File: src/rtl/i2c_line_master.sv
module i2c_line_master #(
  parameter int DIV_W    = 16,
  parameter int IDLE_TMO = 1000
) (
  input  logic             clk,
  input  logic             rst_n,
  input  logic [DIV_W-1:0] half_div,
  input  logic             cmd_valid,
  output logic             cmd_ready,
  input  logic [1:0]       cmd_op,
  input  logic [7:0]       cmd_data,
  input  logic             cmd_nack,
  output logic             done,
  output logic [7:0]       rx_data,
  output logic             nack,
  output logic             arb_lost,
  output logic             bus_busy,
  input  logic             scl_in,
  input  logic             sda_in,
  output logic             scl_oe,
  output logic             sda_oe
);
  localparam int TMO_W = $clog2(IDLE_TMO + 1);

  typedef enum logic [3:0] {
    IDLE, S_PRE, S_RISE, S_FALL, S_LOW, B_LOW, B_HIGH, P_LOW, P_HIGH, P_REL
  } st_t;

  st_t              st;
  logic [DIV_W-1:0] cnt;
  logic [3:0]       bitn;
  logic [7:0]       sh;
  logic             rd, nk, own;
  logic [2:0]       scl_q, sda_q;
  logic [TMO_W-1:0] idle_cnt;

  wire scl_s = scl_q[1];
  wire scl_p = scl_q[2];
  wire sda_s = sda_q[1];
  wire sda_p = sda_q[2];

  wire [DIV_W:0] cnt_nx = {1'b0, cnt} + (DIV_W+1)'(1);
  wire tick      = cnt_nx >= {1'b0, half_div};
  wire start_det = scl_s && scl_p && sda_p && !sda_s;
  wire stop_det  = scl_s && scl_p && !sda_p && sda_s;
  wire tmo       = idle_cnt == TMO_W'(IDLE_TMO);
  wire obit      = (bitn == 4'd8) ? (rd ? nk : 1'b1) : (rd ? 1'b1 : sh[7]);
  wire arb_miss  = scl_s && !rd && (bitn < 4'd8) && sh[7] && !sda_s;

  assign cmd_ready = (st == IDLE) && !(cmd_op == 2'd0 && bus_busy && !own);

  always_ff @(posedge clk or negedge rst_n) begin
    if (!rst_n) begin
      scl_q    <= 3'b111;
      sda_q    <= 3'b111;
      bus_busy <= 1'b0;
      idle_cnt <= '0;
    end else begin
      scl_q <= {scl_q[1:0], scl_in};
      sda_q <= {sda_q[1:0], sda_in};
      if (start_det)            bus_busy <= 1'b1;
      else if (stop_det || tmo) bus_busy <= 1'b0;
      if (!scl_s || scl_s != scl_p || start_det) idle_cnt <= '0;
      else if (!tmo)                             idle_cnt <= idle_cnt + TMO_W'(1);
    end
  end

  always_ff @(posedge clk or negedge rst_n) begin
    if (!rst_n) begin
      st <= IDLE;  cnt <= '0;  bitn <= '0;  sh <= '0;
      rd <= 1'b0;  nk <= 1'b0; own <= 1'b0;
      scl_oe <= 1'b0; sda_oe <= 1'b0;
      done <= 1'b0; rx_data <= '0; nack <= 1'b0; arb_lost <= 1'b0;
    end else begin
      done <= 1'b0;
      cnt  <= cnt + DIV_W'(1);
      case (st)
        IDLE: begin
          cnt <= '0;
          if (cmd_valid && cmd_ready) begin
            arb_lost <= 1'b0;
            nack     <= 1'b0;
            bitn     <= '0;
            sh       <= cmd_data;
            rd       <= cmd_op == 2'd2;
            nk       <= cmd_nack;
            case (cmd_op)
              2'd0:    st <= S_PRE;
              2'd3:    st <= P_LOW;
              default: st <= B_LOW;
            endcase
          end
        end
        S_PRE: begin
          sda_oe <= 1'b0;
          if (tick) begin st <= S_RISE; cnt <= '0; end
        end
        S_RISE: begin
          scl_oe <= 1'b0;
          if (!scl_s)    cnt <= '0;
          else if (tick) begin st <= S_FALL; cnt <= '0; end
        end
        S_FALL: begin
          sda_oe <= 1'b1;
          if (tick) begin st <= S_LOW; cnt <= '0; end
        end
        S_LOW: begin
          scl_oe <= 1'b1;
          if (tick) begin st <= IDLE; own <= 1'b1; done <= 1'b1; end
        end
        B_LOW: begin
          scl_oe <= 1'b1;
          sda_oe <= !obit;
          if (tick) begin st <= B_HIGH; cnt <= '0; end
        end
        B_HIGH: begin
          scl_oe <= 1'b0;
          if (arb_miss) begin
            sda_oe   <= 1'b0;
            own      <= 1'b0;
            arb_lost <= 1'b1;
            done     <= 1'b1;
            st       <= IDLE;
          end else if (!scl_s) begin
            cnt <= '0;
          end else if (tick) begin
            cnt <= '0;
            if (bitn == 4'd8) begin
              scl_oe <= 1'b1;
              done   <= 1'b1;
              st     <= IDLE;
              if (rd) rx_data <= sh;
              else    nack    <= sda_s;
            end else begin
              sh   <= {sh[6:0], sda_s};
              bitn <= bitn + 4'd1;
              st   <= B_LOW;
            end
          end
        end
        P_LOW: begin
          scl_oe <= 1'b1;
          sda_oe <= 1'b1;
          if (tick) begin st <= P_HIGH; cnt <= '0; end
        end
        P_HIGH: begin
          scl_oe <= 1'b0;
          if (!scl_s)    cnt <= '0;
          else if (tick) begin st <= P_REL; cnt <= '0; end
        end
        P_REL: begin
          sda_oe <= 1'b0;
          if (tick) begin st <= IDLE; own <= 1'b0; done <= 1'b1; end
        end
        default: st <= IDLE;
      endcase
    end
  end
endmodule


File: config.mk
export PLATFORM = sky130hd
export DESIGN_NAME = i2c_line_master
export DESIGN_NICKNAME = d
export VERILOG_FILES = /design/src/rtl/i2c_line_master.sv
export SDC_FILE = /design/constraint.sdc
export NUM_CORES = 1
export LEC_CHECK = 0
export BUFFER_PORTS_ARGS = -buffer_cell sky130_fd_sc_hd__buf_2
export CORE_ASPECT_RATIO = 1.25
export CORE_MARGIN = 2
export CORE_UTILIZATION = 35
export CTS_CLUSTER_DIAMETER = 80
export DETAILED_ROUTE_END_ITERATION = 8
export PLACE_DENSITY = 0.52
export SLEW_MARGIN = 20
export SYNTH_ARGS = -nofsm -noshare
export SYNTH_HDL_FRONTEND = slang
export SYNTH_SLANG_ARGS = --single-unit
File: constraint.sdc
create_clock -name clk -period 3.5 [get_ports clk]
set_clock_uncertainty 0.2 [all_clocks]
set_input_delay 0.525 -clock clk [delete_from_list [all_inputs] [get_ports clk]]
set_output_delay 0.525 -clock clk [all_outputs]
set_load 0.03 [all_outputs]
Yosys cells after proc, flatten, opt, wreduce, memory -nomap -nowiden
Index checks and enable logic that the tools add are counted.

Input bits: 32. Flip-flop bits (word level): 65. Output and inout bits: 15. Logic and storage cells: 165.

Mux-type cells: 61. Reductions and logical operators: 44. Eq/ne operators: 36. Bitwise operators: 1. Magnitude comparators: 2. Add/sub/neg operators: 4.

Operators with widths (count): 2-to-1 mux 4 bit (18); one-hot mux 16 bit (4 select lines) (1); 2-to-1 mux 16 bit (3); 2-to-1 mux 8 bit (5); one-hot mux 4 bit (9 select lines) (1); != test 2 bit, second input constant (17); 2-to-1 mux 1 bit (21); 2-to-1 mux 10 bit (2); adder 16 x 1 -> 17 bit, second input constant (1); greater-or-equal comparator 17 x 16 -> 1 bit (1); adder 16 x 1 -> 16 bit, second input constant (1); equality test 4 x 3 -> 1 bit, second input constant (4); one-hot mux 8 bit (2 select lines) (1); logical AND 1 bit (13); equality test 4 bit, second input constant (3); AND reduction 12 bit (1); AND reduction 6 bit (2); adder 10 x 1 -> 10 bit, second input constant (1); equality test 10 bit, second input constant (1); equality test 4 x 2 -> 1 bit, second input constant (2); one-hot mux 4 bit (2 select lines) (1); OR reduction 2 bit (4); zero test 1 bit (7); AND reduction 7 bit (1); other kinds (24) (36).

Depth between registers and ports, before layout
Depth in word-level cells: 8. Gate-level depth with buffers: 14. Gate-level depth less buffers: 13.

Worst setup path after synthesis
Ideal clock, no wire load.

Path type: register to register. Start: reg cnt[2]. End: reg rx_data[0]. Buffers on the path: 1. Path slack: 205 ps. Required time: 3175 ps. Arrival: 2970 ps. Library setup time: 125 ps. Stages on the path, launching flop included: 14. Clock period less this slack: 3295 ps. Cells stage by stage: dfrtp_1 > and4_1 > nand4_1 > nor3_1 > xnor2_1 > inv_1 > ha_1 > nand3_2 > nor3_2 > or3b_4 > o211ai_4 > o211a_1 > buf_6 > mux2_4.

Word-level cells in the longest chain between the ends: 3.

Ends and longest elaborated chain: start: declaration (RTL line 30) `logic [DIV_W-1:0] cnt;`; start signal: assignment (RTL line 76) `cnt <= cnt + DIV_W'(1);`; adder 16 x 1 -> 17 bit (RTL line 42) `wire [DIV_W:0] cnt_nx = {1'b0, cnt} + (DIV_W+1)'(1);`; greater-or-equal comparator 17 x 16 -> 1 bit (RTL line 43) `wire tick = cnt_nx >= {1'b0, half_div};`; AND reduction 6 bit (no line); end signal: assignment (RTL line 132) `if (rd) rx_data <= sh;`; end: declaration (RTL line 14) `output logic [7:0] rx_data,`.

No other way between the ends. A chain may end at the register's enable or synchronous reset.

Worst setup path in the final report
Start: reg cnt[3]. End: reg rx_data[1].

The elaborated chain is that of the path after synthesis.

==> out/qor.yml <==
worstPathArrival_ns: 3.49
worstPathMaxFanout: 8
layout.nets: 520
synth-seq-cells: 65
mostFrequentLayoutCell: "dfrtp_1"
hold_violations: 0
drtAntennaViolNets: 0
crit_path_end_kind: "register"
grt-ovfl-total: 0
first_global_vias: 3185
cp.depth: 14
drc: 0
clk_latency_ns: 0.33
p_leak_uw: 0.00230
synthTopCellsByArea: "dfrtp_1 39%, ha_1 6.9%, nand2_1 4.8%"
synthArstFlopShare_pct: 100
crit_family: "simple AND/OR/NAND/NOR gates"
mostFrequentLayoutCells: "58 x dfrtp_1, 49 x nand2_1, 46 x buf_2, 40 x inv_1, 37 x nor2_1"
min_from: "scl_in"
yosys.area.top_type_share_pct: 38.7
portBuffers: 46
vdd_ir_drop_max_v: 0.000260
clock_sinks: 65
synth_warnings: 0
grt_pass1_wl_mm: 15.2
synthToLayoutAreaGrowth_pct: 24.4
ios: 47
cts_made_buffers: 9
fin_tns_setup_ns: 0
drv_slew: 0
worstPathRequired_ns: 3.51
synth-edff-count: 0
clk_pin_slew_ns: 0.05
vias: 3065
die_y_um: 121
num_antenna_cells: 0
crit_path_start: "cnt[3]"
syn_area_sq_mm: 0.00381
tightest_slew_ns: 0.661
fill_cells: 1015
finalPower_uw: 2740
syn_nets: 459
status: "finished clean"
start_kind: "register"
setup_violations: 0
grt_use_total_pct: 16.1
rsz0062_at_grt: "true"
synth_cell_types: 54
core_sq_mm: 0.0106
path_common_cell: "nor3_4"
ys_seq_area_share_pct: 42.8
synth_ff_type: "dfrtp_1"
drive_above_1_share_pct: 25.4
place_inst: 581
place_congestion: 0.799
worstPathCellList: "and4_4 > nand4_1 > buf_4 > nor3_4 > xnor2_2 > inv_2 > ha_4 > nand3_4 > nor3_4 > or3b_4 > o211ai_4 > o211a_1 > buf_12 > mux2_4"
min_delay_path_depth: 1
power_density_mw_per_mm2: 577
synth_top_cell_by_area: "dfrtp_1"
path_buf_inv: 3
synth_cells: 406
antenna_found_initial: 0
drt_wl_total_mm: 9.08
fmax_ghz: 0.288
die_w_um: 97.4
num_rows: 42
layout.cells.non_filler: 604
maxCapViolations: 0
r2r_cells: 14
grt_max_degree: 52
r2r_start: "cnt[3]"
drt_iter0_drc: 147
setup.worst_path.class: "register to register"
cts_tree: "yes"
initial_core_util_pct: 35.9
h-tree-depth: 3
cts_root_buf: "clkbuf_16"
slowest_delay_ns: 0.42
avgSynthCellArea_sq_um: 9.39
dieArea_sq_mm: 0.0118
dr.pass1.iters: 4
slew_headroom_pct: 56.0
dpl.hpwl_mm: 6.50
grtUsageMet1_pct: 19.7
grt.busiest_layer: "met2"
period_share_pct: 99.3
clockBufferDepth: 2
period_needed_ns: 3.48
use_met3_pct: 3.01
crit_path_top_delay_cell: "or3b_4"
wl_per_cell_um: 15.0
vias_per_cell: 5.07
holdCritPathClass: "primary input to register"
use_met2_pct: 27.7
==> layer usage <==
layer	vias up	part of all wire [%]
li1	1528	-
met1	1460	45
met2	64	49
met3	13	4.2
met4	0	1.7
met5	-	0
==> path summary, 6_finish.rpt <==
check	endpoint	slack, ns
max in group asynchronous	cnt[7]	1.64
min	scl_q[0]	0.09
min reg2reg	sda_q[1]	0.16
min in group asynchronous	rd	0.43
max	rx_data[1]	0.02
max reg2reg	rx_data[1]	0.02
==> sequential cells by signal (all words and copies together) (netlist names), 3 cells and up <==
| signal | count |
|---|---|
| cnt | 16 |
| sh | 8 |
| rx_data | 8 |
| bitn | 4 |
| scl_q | 3 |
| idle_cnt | 10 |
| st | 4 |
| sda_q | 3 |
==> Yosys cell counts, types with 2 or more instances <==
cell	count
o21bai_1	2
a211oi_1	3
a21oi_1	17
nand3_1	17
nor2b_1	5
and3_1	5
o31ai_1	2
mux2_4	8
inv_1	41
nor2_1	38
or3_1	3
o211ai_1	13
buf_2	2
mux2i_1	8
dfrtp_1	59
buf_6	4
o2111ai_1	10
and2_1	3
nand3b_1	3
nand2_1	49
clkbuf_1	11
xor2_1	10
xnor2_1	10
nor3_1	9
a21o_1	4
o21ai_0	12
nand2b_1	2
a2bb2oi_1	2
nand4_1	4
ha_1	21
dfstp_2	6
==> logic make-up after synthesis <==
group	after synthesis	share of synthesized area, %
buf+inv	58	6.56
mux	17	5.54
simple gates	146	18.0
fa+ha+maj	21	6.89
xor+xnor	20	4.59
compound gates	79	15.5
flops	65	42.8
==> stage by stage <==
stage               instance area [sq um]  setup slack (ns)  hold WS [ns]  util (%)
finish                               4750            0.0243        0.0915      44.7
global placement                     4250            0.0665         0.146      40.0
global route                         4750            -0.124        0.0915      44.7
floorplan                            3810             0.205        0.0294         -
detailed placement                   4250           -0.0434         0.149      40.0
CTS                                  4620           0.00250        0.0829      43.6
==> power breakdown <==
group	switching, uW	leakage (uW)	internal [uW]
sequential	130	0.000854	864
clock	331	0.000162	659
combinational	437	0.00129	316
total	898	0.00230	1840
==> final cells by class <==
class | count | area, sq um | share of cell area (%)
sequential | 65 | 1640 | 34.5
clock inverter | 5 | 77.6 | 1.63
tap | 132 | 165 | 3.48
inverter | 41 | 154 | 3.24
multi-input combinational | 283 | 2030 | 42.8
clock buffer | 11 | 253 | 5.33
timing repair buffer | 67 | 432 | 9.10
==> repair_timing <==
item / in CTS / in global routing
hold endpoints to repair: 10 / 0
endpoints found under the setup margin: 21 / 42
hold buffers: 1 / 0
buffers inserted: 2 / 4
gates cloned: 0 / 0
pin swaps: 3 / 12
gates resized for setup: 4 / 14
Note: power is estimated with default switching activity, not from simulation.
